`config.mk`:
```
export PLATFORM = sky130hd
export DESIGN_NAME = retire_queue
export DESIGN_NICKNAME = d
export VERILOG_FILES = /design/src/rtl/rq_pkg.sv /design/src/rtl/rq_ctrl.sv /design/src/rtl/rq_slot.sv /design/src/rtl/rq_lookup.sv /design/src/rtl/retire_queue.sv
export SDC_FILE = /design/constraint.sdc
export NUM_CORES = 2
export LEC_CHECK = 0
export ABC_AREA = 1
export ABC_CLOCK_PERIOD_IN_PS = 7500
export BUFFER_PORTS_ARGS = -buffer_cell sky130_fd_sc_hd__buf_2
export CORE_MARGIN = 4
export CORE_UTILIZATION = 40
export DETAILED_ROUTE_END_ITERATION = 7
export PLACE_DENSITY = 0.58
export SETUP_SLACK_MARGIN = 0.05
export SLEW_MARGIN = 20
export SYNTH_ARGS = -nofsm -noshare
export SYNTH_HDL_FRONTEND = slang
export SYNTH_SLANG_ARGS = --single-unit
```
`constraint.sdc`:
```
create_clock -name clk -period 7.5 [get_ports clk]
set_input_delay 1.5 -clock clk [delete_from_list [all_inputs] [get_ports clk]]
set_output_delay 1.5 -clock clk [all_outputs]
set_load 0.02 [all_outputs]
```
`src/rtl/rq_pkg.sv`:
```
package rq_pkg;

    // Occupancy condition of the circular queue
    typedef enum logic [1:0] {
        Q_EMPTY   = 2'd0,
        Q_PARTIAL = 2'd1,
        Q_FULL    = 2'd2
    } q_state_e;

endpackage

```
`src/rtl/rq_ctrl.sv`:
```
module rq_ctrl
    import rq_pkg::*;
#(
    parameter int DEPTH = 8,
    parameter int IDX_W = 3
) (
    input  logic             clk,
    input  logic             rst_n,
    input  logic             alloc_req,
    input  logic             retire_go,
    input  logic             flush_go,
    output logic [IDX_W-1:0] head_o,
    output logic [IDX_W-1:0] tail_o,
    output logic             alloc_ok,
    output q_state_e         state_o
);

    localparam int CNT_W = $clog2(DEPTH + 1);

    q_state_e         state_q, state_d;
    logic [CNT_W-1:0] cnt_q, cnt_d;
    logic [IDX_W-1:0] head_q, head_d, tail_q, tail_d;
    logic             alloc_fire;

    function automatic logic [IDX_W-1:0] bump(input logic [IDX_W-1:0] p);
        return (p == IDX_W'(DEPTH - 1)) ? '0 : p + 1'b1;
    endfunction

    // Output process
    always_comb begin
        alloc_ok   = (state_q != Q_FULL) && !flush_go;
        alloc_fire = alloc_req && alloc_ok;
        head_o     = head_q;
        tail_o     = tail_q;
        state_o    = state_q;
    end

    // Next-state process
    always_comb begin
        state_d = state_q;
        unique case (state_q)
            Q_EMPTY: begin
                if (alloc_fire)
                    state_d = (DEPTH == 1) ? Q_FULL : Q_PARTIAL;
            end
            Q_PARTIAL: begin
                if (flush_go)
                    state_d = Q_EMPTY;
                else if (alloc_fire && !retire_go && cnt_q == CNT_W'(DEPTH - 1))
                    state_d = Q_FULL;
                else if (retire_go && !alloc_fire && cnt_q == CNT_W'(1))
                    state_d = Q_EMPTY;
            end
            Q_FULL: begin
                if (flush_go)
                    state_d = Q_EMPTY;
                else if (retire_go)
                    state_d = (DEPTH == 1) ? Q_EMPTY : Q_PARTIAL;
            end
            default: state_d = Q_EMPTY;
        endcase
    end

    // Pointer and count datapath
    always_comb begin
        if (flush_go) begin
            cnt_d  = '0;
            head_d = '0;
            tail_d = '0;
        end else begin
            cnt_d  = cnt_q + CNT_W'(alloc_fire) - CNT_W'(retire_go);
            head_d = retire_go  ? bump(head_q) : head_q;
            tail_d = alloc_fire ? bump(tail_q) : tail_q;
        end
    end

    // State register process
    always_ff @(posedge clk or negedge rst_n) begin
        if (!rst_n) begin
            state_q <= Q_EMPTY;
            cnt_q   <= '0;
            head_q  <= '0;
            tail_q  <= '0;
        end else begin
            state_q <= state_d;
            cnt_q   <= cnt_d;
            head_q  <= head_d;
            tail_q  <= tail_d;
        end
    end

    p_fill_to_full_r3: assert property (@(posedge clk) disable iff (!rst_n)
        (alloc_fire && !retire_go && cnt_q == CNT_W'(DEPTH - 1)) |=> (state_q == Q_FULL && !alloc_ok));

    p_flush_clears_r7: assert property (@(posedge clk) disable iff (!rst_n)
        flush_go |=> (state_q == Q_EMPTY && head_q == '0 && tail_q == '0));

    p_empty_aligned_r2: assert property (@(posedge clk) disable iff (!rst_n)
        (state_q == Q_EMPTY) |-> (head_q == tail_q && cnt_q == '0));

    p_pair_keeps_count_r9: assert property (@(posedge clk) disable iff (!rst_n)
        (alloc_fire && retire_go) |=> (cnt_q == $past(cnt_q)));

endmodule

```
`src/rtl/rq_slot.sv`:
```
module rq_slot #(
    parameter int REG_W  = 5,
    parameter int DATA_W = 32,
    parameter int ADDR_W = 32
) (
    input  logic              clk,
    input  logic              rst_n,
    input  logic              clear,
    input  logic              take,
    input  logic              take_st,
    input  logic [REG_W-1:0]  take_dest,
    input  logic [ADDR_W-1:0] take_pc,
    input  logic              release_i,
    input  logic              fill,
    input  logic [DATA_W-1:0] fill_val,
    input  logic [ADDR_W-1:0] fill_addr,
    input  logic              fill_exc,
    output logic              busy_o,
    output logic              done_o,
    output logic              exc_o,
    output logic              st_o,
    output logic [REG_W-1:0]  dest_o,
    output logic [DATA_W-1:0] val_o,
    output logic [ADDR_W-1:0] addr_o,
    output logic [ADDR_W-1:0] pc_o
);

    logic keep_fill;

    always_comb keep_fill = fill && busy_o && !clear && !take && !release_i;

    // Control bits; priority: clear, take, release, fill
    always_ff @(posedge clk or negedge rst_n) begin
        if (!rst_n) begin
            busy_o <= 1'b0;
            done_o <= 1'b0;
            exc_o  <= 1'b0;
            st_o   <= 1'b0;
        end else if (clear) begin
            busy_o <= 1'b0;
            done_o <= 1'b0;
            exc_o  <= 1'b0;
        end else if (take) begin
            busy_o <= 1'b1;
            done_o <= 1'b0;
            exc_o  <= 1'b0;
            st_o   <= take_st;
        end else if (release_i) begin
            busy_o <= 1'b0;
            done_o <= 1'b0;
        end else if (keep_fill) begin
            done_o <= 1'b1;
            exc_o  <= fill_exc;
        end
    end

    // Payload fields
    always_ff @(posedge clk) begin
        if (take && !clear) begin
            dest_o <= take_dest;
            pc_o   <= take_pc;
        end
        if (keep_fill) begin
            val_o  <= fill_val;
            addr_o <= fill_addr;
        end
    end

    p_idle_no_done_r10: assert property (@(posedge clk) disable iff (!rst_n)
        (!busy_o && !take) |=> !done_o);

    p_done_sticks_r4: assert property (@(posedge clk) disable iff (!rst_n)
        (busy_o && done_o && !release_i && !clear && !take) |=> (busy_o && done_o));

endmodule

```
`src/rtl/rq_lookup.sv`:
```
module rq_lookup #(
    parameter int DEPTH  = 8,
    parameter int IDX_W  = 3,
    parameter int REG_W  = 5,
    parameter int DATA_W = 32
) (
    input  logic                         clk,
    input  logic                         rst_n,
    input  logic [IDX_W-1:0]             head,
    input  logic [DEPTH-1:0]             ent_busy,
    input  logic [DEPTH-1:0]             ent_st,
    input  logic [DEPTH-1:0]             ent_done,
    input  logic [DEPTH-1:0][REG_W-1:0]  ent_dest,
    input  logic [DEPTH-1:0][DATA_W-1:0] ent_val,
    input  logic [REG_W-1:0]             key,
    output logic                         hit_o,
    output logic                         rdy_o,
    output logic [DATA_W-1:0]            val_o
);

    // Walk from oldest to youngest; a later match overrides an earlier one
    always_comb begin
        hit_o = 1'b0;
        rdy_o = 1'b0;
        val_o = '0;
        for (int k = 0; k < DEPTH; k++) begin
            int               pos;
            logic [IDX_W-1:0] sel;
            pos = int'(head) + k;
            if (pos >= DEPTH)
                pos = pos - DEPTH;
            sel = IDX_W'(pos);
            if (ent_busy[sel] && !ent_st[sel] && ent_dest[sel] == key) begin
                hit_o = 1'b1;
                rdy_o = ent_done[sel];
                val_o = ent_val[sel];
            end
        end
    end

    p_empty_miss_r8: assert property (@(posedge clk) disable iff (!rst_n)
        (ent_busy == '0) |-> !hit_o);

    p_hit_needs_writer_r8: assert property (@(posedge clk) disable iff (!rst_n)
        hit_o |-> ((ent_busy & ~ent_st) != '0));

endmodule

```
`src/rtl/retire_queue.sv`:
```
module retire_queue
    import rq_pkg::*;
#(
    parameter int DEPTH  = 8,
    parameter int REG_W  = 5,
    parameter int DATA_W = 32,
    parameter int ADDR_W = 32,
    localparam int IDX_W = (DEPTH > 1) ? $clog2(DEPTH) : 1
) (
    input  logic              clk,
    input  logic              rst_n,
    input  logic              alloc_valid,
    input  logic              alloc_is_store,
    input  logic [REG_W-1:0]  alloc_dest,
    input  logic [ADDR_W-1:0] alloc_pc,
    output logic              alloc_ready,
    output logic [IDX_W-1:0]  alloc_idx,
    input  logic              cmp_valid,
    input  logic [IDX_W-1:0]  cmp_idx,
    input  logic [DATA_W-1:0] cmp_value,
    input  logic [ADDR_W-1:0] cmp_st_addr,
    input  logic              cmp_exc,
    input  logic [REG_W-1:0]  look_reg,
    output logic              look_hit,
    output logic              look_ready,
    output logic [DATA_W-1:0] look_value,
    output logic              rf_we,
    output logic [REG_W-1:0]  rf_waddr,
    output logic [DATA_W-1:0] rf_wdata,
    output logic              st_valid,
    output logic [ADDR_W-1:0] st_addr,
    output logic [DATA_W-1:0] st_data,
    output logic              flush,
    output logic [ADDR_W-1:0] flush_pc
);

    logic [DEPTH-1:0]             s_busy, s_done, s_exc, s_st;
    logic [DEPTH-1:0][REG_W-1:0]  s_dest;
    logic [DEPTH-1:0][DATA_W-1:0] s_val;
    logic [DEPTH-1:0][ADDR_W-1:0] s_addr, s_pc;

    logic [IDX_W-1:0] head, tail;
    logic             alloc_ok, alloc_fire;
    logic             retire_go, flush_go;
    logic             h_busy, h_done, h_exc, h_st;
    q_state_e         q_state;

    rq_ctrl #(.DEPTH(DEPTH), .IDX_W(IDX_W)) u_ctrl (
        .clk       (clk),
        .rst_n     (rst_n),
        .alloc_req (alloc_valid),
        .retire_go (retire_go),
        .flush_go  (flush_go),
        .head_o    (head),
        .tail_o    (tail),
        .alloc_ok  (alloc_ok),
        .state_o   (q_state)
    );

    always_comb alloc_fire = alloc_valid && alloc_ok;

    for (genvar g = 0; g < DEPTH; g++) begin : g_slot
        rq_slot #(.REG_W(REG_W), .DATA_W(DATA_W), .ADDR_W(ADDR_W)) u_slot (
            .clk       (clk),
            .rst_n     (rst_n),
            .clear     (flush_go),
            .take      (alloc_fire && tail == IDX_W'(g)),
            .take_st   (alloc_is_store),
            .take_dest (alloc_dest),
            .take_pc   (alloc_pc),
            .release_i (retire_go && head == IDX_W'(g)),
            .fill      (cmp_valid && cmp_idx == IDX_W'(g)),
            .fill_val  (cmp_value),
            .fill_addr (cmp_st_addr),
            .fill_exc  (cmp_exc),
            .busy_o    (s_busy[g]),
            .done_o    (s_done[g]),
            .exc_o     (s_exc[g]),
            .st_o      (s_st[g]),
            .dest_o    (s_dest[g]),
            .val_o     (s_val[g]),
            .addr_o    (s_addr[g]),
            .pc_o      (s_pc[g])
        );
    end

    rq_lookup #(.DEPTH(DEPTH), .IDX_W(IDX_W), .REG_W(REG_W), .DATA_W(DATA_W)) u_look (
        .clk      (clk),
        .rst_n    (rst_n),
        .head     (head),
        .ent_busy (s_busy),
        .ent_st   (s_st),
        .ent_done (s_done),
        .ent_dest (s_dest),
        .ent_val  (s_val),
        .key      (look_reg),
        .hit_o    (look_hit),
        .rdy_o    (look_ready),
        .val_o    (look_value)
    );

    // Head decision and retire outputs
    always_comb begin
        h_busy      = s_busy[head];
        h_done      = s_done[head];
        h_exc       = s_exc[head];
        h_st        = s_st[head];
        retire_go   = h_busy && h_done && !h_exc;
        flush_go    = h_busy && h_done && h_exc;
        alloc_ready = alloc_ok;
        alloc_idx   = tail;
        rf_we       = retire_go && !h_st;
        rf_waddr    = s_dest[head];
        rf_wdata    = s_val[head];
        st_valid    = retire_go && h_st;
        st_addr     = s_addr[head];
        st_data     = s_val[head];
        flush       = flush_go;
        flush_pc    = s_pc[head];
    end

    p_one_action_r5: assert property (@(posedge clk) disable iff (!rst_n)
        $onehot0({rf_we, st_valid, flush}));

    p_nonempty_head_r2: assert property (@(posedge clk) disable iff (!rst_n)
        (q_state != Q_EMPTY) |-> h_busy);

    p_full_all_busy_r3: assert property (@(posedge clk) disable iff (!rst_n)
        (q_state == Q_FULL) |-> (&s_busy));

    p_flush_empties_r7: assert property (@(posedge clk) disable iff (!rst_n)
        flush |=> (s_busy == '0));

endmodule

```
# Word-level counts from Yosys, hierarchy flattened
# Index checks and enable logic that the tools add are counted.
[totals]
output_inout_bits = 174
elab_cells = 547
in_bits = 115
regBits = 852
[classes]
n_addsub = 19
bitwise_logic = 1
reduce_logical = 167
n_mux = 230
n_lt_le_gt_ge = 17
eq_ne = 45
[op_table]
columns = ["op", "n"]
rows = [
  ["$bmux 32 s3", 11],
  ["$mux 32", 19],
  ["$bmux 5 s3", 9],
  ["$mux 1", 132],
  ["$logic_and 1x1->1", 91],
  ["$bmux 1 s3", 28],
  ["$reduce_bool 3->1", 16],
  ["$mux 5", 9],
  ["$mux 3", 14],
  ["$eq 5x5->1", 8],
  ["$eq 3x3->1 const B", 12],
  ["$lt 3x4->1 const B", 9],
  ["$reduce_and 2->1", 16],
  ["$reduce_bool 4->1", 8],
  ["$logic_not 1->1", 29],
  ["$ge 4x4->1 const B", 7],
  ["$ne 3x1->1 const B", 8],
  ["$sub 3x1->3 const B", 8],
  ["$eq 3x2->1 const B", 6],
  ["$add 3x3->4 const B", 4],
  ["$mux 2", 6],
  ["$eq 3x1->1 const B", 3],
  ["$logic_not 3->1", 3],
  ["$add 3x2->4 const B", 2],
  ["18 further kinds", 21],
]

# Longest topological paths before layout
[depth]
word_depth = 15
mapped_depth = 29
mapped_depth_nobuf = 19

# Hierarchy
# From an unflattened synthesis, not the netlist that was laid out.
[unflattened]
hier_cells = 5890
hier_area_um2 = 48141.2
[by_module_without_submodules]
columns = ["module", "cells_each", "seq_area_each_um2", "area_each_um2", "n_inst"]
rows = [
  ["rq_slot", 126, 3133.0, 3235.6, 8],
  ["rq_lookup", 3220, 0.0, 14691.6, 1],
  ["retire_queue", 1575, 0.0, 6817.8, 1],
  ["rq_ctrl", 87, 300.3, 747.0, 1],
]

# Worst setup path before layout
# No wires, ideal clock.
[synth_timing]
path_kind = "reg2out"
start = "register u_ctrl.head_q[0], in the netlist u_ctrl.head_o[0]"
end = "output port look_value[22]"
t_required_ps = 6000
path_slack_ps = 1626
path_buffers = 11
t_arrival_ps = 4374
path_stages_with_launch = 29
path_cell_list = "dfrtp_1 > buf_2 > clkinv_1 > buf_2 > clkbuf_1 > buf_2 > clkbuf_1 > buf_2 > clkbuf_1 > ha_1 > clkbuf_1 > inv_1 > clkbuf_1 > nand3_1 > nand3_1 > nand3_1 > nand2_1 > nor2_1 > nand3_1 > buf_2 > buf_1 > nand3_1 > nand2_1 > nand2_1 > nand2_1 > nand2_1 > nand2_1 > nand2_1 > nand2_1"
[synth_via]
elab_chain_cells = 15
word_cells_on_any_way = 135
classes_between = "add/sub: 15; order compare: 8; eq/ne: 8; mux: 80; reduce/logical: 24"
[synth_rtl]
columns = ["element", "line_no", "rtl"]
rows = [
  ["start: declaration", "rq_ctrl.sv:22", "logic [IDX_W-1:0] head_q, head_d, tail_q, tail_d;"],
  ["start signal: assignment", "rq_ctrl.sv:82", "head_q <= '0;"],
  ["start signal: assignment", "rq_ctrl.sv:87", "head_q <= head_d;"],
  ["parallel branches: the longest is 14 deep, another holds $add 3x1->4", "--", ""],
  ["$mux 32 *", "rq_lookup.sv:33", "if (ent_busy[sel] && !ent_st[sel] && ent_dest[sel] == key) begin"],
  ["end: declaration", "retire_queue.sv:26", "output logic [DATA_W-1:0] look_value,"],
]
# Mark *: on every way between the ends. The select of a mux whose other input is x is not followed.

# Final worst setup path
[layout_timing]
start = "register u_ctrl.head_q[0], in the netlist u_ctrl.head_o[0]"
end = "output port look_value[13]"
# The elaborated chain is that of the path after synthesis.

==> flow_summary_export.csv <==
group,metric,value,unit
cts,cts-root-buf,"clkbuf_16",
critical_path,r2r_end,"g_slot[6].u_slot.val_o[19]",
job,drv_cap,0,
layout,layout.nets,5612,
floorplan,die_h,344,microns
critical_path,cp_max_fo,73,
sta,setup_viol,0,
synth,synth_area,45100,sq um
routing,ant_nets,0,
power,power_density,451,nW/um^2
placed_design,dp_cells,6869,
critical_path,crit_type,"flip-flop to output pin",
sta,hold_viol,0,
sta,period_needed,7.08,ns
floorplan,fp.dieW,344,microns
routing,routed_wl,142,mm
critical_path,crit_top_cell,"nand2_1",
critical_path,cp_top_family,"simple AND/OR/NAND/NOR gates",
floorplan,dieArea,118000,sq um
layout,multiInputGateArea,17100,sq um
power,p_int,11.8,mW
layout,regArea,25400,sq um
global_routing,grt_max_degree,213,
placed_design,dp_hpwl,83.9,mm
synth,synth_simple_gate_area_share,25.4,%
synth,synth_xor_area_share,0.463,%
floorplan,io_pins,289,
cts,cts_buffers,92,
routing,vias,37300,
sta,period_share,94.3,%
critical_path,r2r_slack,1.78,ns
layout,final_cell_mix,"nand2_1 (1725), nor2_1 (815), edfxtp_1 (808)",
sta,rsz0062_at_grt,"no",
power,clockPowerShare,20.5,%
layout,area_growth,12.5,%
sta,max_freq,141,MHz
global_routing,grt_overflow_total,0,
layout,num-fill-cells,10700,
min_path,hp-start,"g_slot[3].u_slot.st_o",
global_routing,gr-usage-all-layers,23.4,%
run_status,status,"finished clean",
power,pwr-share-seq,25.8,%
min_path,min_to,"g_slot[3].u_slot.st_o",
min_path,holdPathStages,2,
global_routing,antenna_found_initial,28,
critical_path,cp_slowest_stage_delay,0.84,ns
critical_path,regToRegStartpoint,"u_ctrl.head_o[1]",
layout,final_layout_size_suffix_gt1_share,9.63,%
cts,cts_tree,"yes",
synth,synth_top_family_by_area,"simple AND/OR/NAND/NOR gates",
synth,synthAdderAreaFrac,0.571,%
critical_path,cpMaxStageDelayCell,"nand3_2",
routing,via_per_inst,5.29,
min_path,hold_path_class,"flip-flop to flip-flop",
critical_path,reg2reg_depth,15,
layout,fin_util,45.6,%
synth,synth_nets,5535,
synth,synthCells,5400,
synth,synthMuxAreaShare,0.865,%
floorplan,placementRows,122,
sta,fin_tns_setup,0,ns
critical_path,cp_data_required_time,6.00,ns
critical_path,crit_chain,"inv_8, ha_4, inv_4, nand3_1, nand3_1, nand2_1, nand2_1, nand2_1, nor2_1, nand3_2, nor2_1, nor2_1, nand2_1, nand2_1, nand2_1, nand2_1, nand2_1, nand2_1, nand2_1, buf_2",
synth,synth-compound-area-share,10.4,%
cts,clk_pin_slew,0.06,ns
synth,ys_types,36,
sta,slew_viol_final,0,
critical_path,startpoint_type,"flip-flop",
cts,cts.sinks,852,
critical_path,crit_arrival,5.58,ns
floorplan,core,111000,sq um
critical_path,end_kind,"output pin",
sta,worstMarginPinSlew,1.10,ns
routing,wl_per_cell,20.1,microns
sta,skew,0.0419,ns
synth,syn-mean-instance-area,8.36,sq um
power,p_total,22.9,mW
global_routing,grt_pass1_wl,212,mm
placed_design,io_buffer_count,288,
routing,drt_pass1_iterations,6,
global_routing,grt_pass1_vias,34900,
power,swShare,48.6,%
placed_design,gp_congestion,0.866,
synth,seq_area_frac_synth,56.2,%
power,ir_drop,0.406,mV
cts,cts.path.max_buffers,3,
power,p_switching,11.1,mW
synth,synth-seq-cells,852,
power,p_comb_share,53.7,%
sta,slew-limit-headroom,26.7,%
layout,final_common_cell,"nand2_1",
cts,htree_num_levels,3,
floorplan,start_util,40.5,%
power,power_leakage,21.1,nW
routing,drt_iter0_markers,3352,
critical_path,crit_buf_inv,3,
cts,insertion_delay,0.68,ns
layout,fin_cells,7057,
routing,drc_errors,0,
synth,ys_warn_count,0,
==> what timing repair did <==
action / in CTS / in global routing
buffers inserted: 0 / 1
endpoints found under the setup margin: 0 / 9
hold buffers: 0 / 0
resized for setup: 0 / 1
==> final cells by class <==
cell class                 count  area share [%]
inverter                     293            2.25
multi-input combinational   3879            33.8
timing repair buffer         359            4.04
sequential                   852            50.0
clock inverter                57            1.53
clock buffer                 113            4.69
antenna                       16          0.0789
tap                         1488            3.67
==> worst register-to-register path, delay by kind of cell (launching register included) <==
family	cells	cell delay [ns]
AOI/OAI and AO/OA	1	0.18
and+or+nand+nor	7	1.34
buffers and inverters	7	3.13
DFF	1	0.65
==> logic make-up after synthesis <==
family	Yosys count
AOI/OAI and AO/OA	877
buffers and inverters	670
xor gates and xnor gates	23
muxes	39
adders and majority gates	20
and+or+nand+nor	2919
DFF	852
==> registers in the layout (all words and copies together), names as in the netlist <==
register and flops:
g_slot.u_slot.addr_o 256, u_ctrl.tail_o 3, u_ctrl.cnt_q 4, g_slot.u_slot.done_o 8, g_slot.u_slot.val_o 256, g_slot.u_slot.exc_o 8, u_ctrl.state_o 2, u_ctrl.head_o 3
g_slot.u_slot.dest_o 40, g_slot.u_slot.st_o 8, g_slot.u_slot.busy_o 8, g_slot.u_slot.pc_o 256
==> power groups by stage <==
stage | logic (mW) | clock network (mW) | registers (mW)
after floorplan | 8.52 | 0 | 5.90
after global placement | 12.1 | 0 | 6.00
after detailed placement | 12.2 | 0 | 6.00
after CTS | 12.2 | 4.80 | 5.91
after global routing | 13.7 | 5.01 | 5.93
final | 12.3 | 4.69 | 5.90
==> Yosys cell counts <==
library cell	instances	area, sq um
buf_2	66	330
inv_1	284	1070
o21a_1	2	15.0
or2_2	1	6.26
a21oi_1	7	35.0
buf_1	64	240
nand3_1	336	1680
edfxtp_1	808	24300
o22ai_1	4	25.0
dfrtp_1	44	1100
o32ai_1	1	8.76
nand4_1	18	113
xor2_1	22	193
o221ai_1	1	8.76
nand2_2	3	18.8
mux2i_1	39	390
o31ai_1	2	15.0
o211ai_1	2	15.0
nor2_1	816	3060
xor2_2	1	16.3
nand3b_1	6	45.0
fa_1	1	20.0
nand2_1	1727	6480
o21ai_0	758	3790
a31oi_1	33	206
nor2_2	4	25.0
nor3_1	6	30.0
clkbuf_1	214	803
a22oi_1	1	7.51
o2111ai_1	64	561
nor4_1	2	12.5
o21ai_1	2	10.0
ha_1	19	238
buf_4	33	248
clkinv_1	2	7.51
inv_2	7	26.3
==> worst max path at each step <==
stage               cells after the start              to              from
finish                                 20  look_value[13]  u_ctrl.head_o[0]
CTS                                    18  look_value[25]  u_ctrl.head_o[0]
global placement                       21  look_value[17]  u_ctrl.head_o[0]
detailed placement                     18  look_value[25]  u_ctrl.head_o[0]
floorplan                              28  look_value[22]  u_ctrl.head_o[0]
global route                           20   look_value[4]  u_ctrl.head_o[0]
==> per-stage QoR <==
step	setup WS [ns]	hold WS [ns]	instance area, sq um
after detailed placement	1.12	0.482	47500
after global routing	0.0797	0.537	50700
after CTS	0.361	0.496	50700
after floorplan	1.63	0.453	45100
after global placement	1.19	0.474	47500
final	0.424	0.491	50800
==> routing by layer <==
layer / up-vias / share of wire, % / track usage (%) / wire, microns
met2: 1246 / 46 / 37.9 / 65600
met5: - / 0.065 / 0 / 92
met1: 17600 / 42 / 30.8 / 59900
met3: 296 / 7.9 / 5.15 / 11300
met4: 14 / 3.7 / 9.20 / 5200
li1: 18200 / - / - / -
Note: power is estimated with default switching activity, not from simulation.
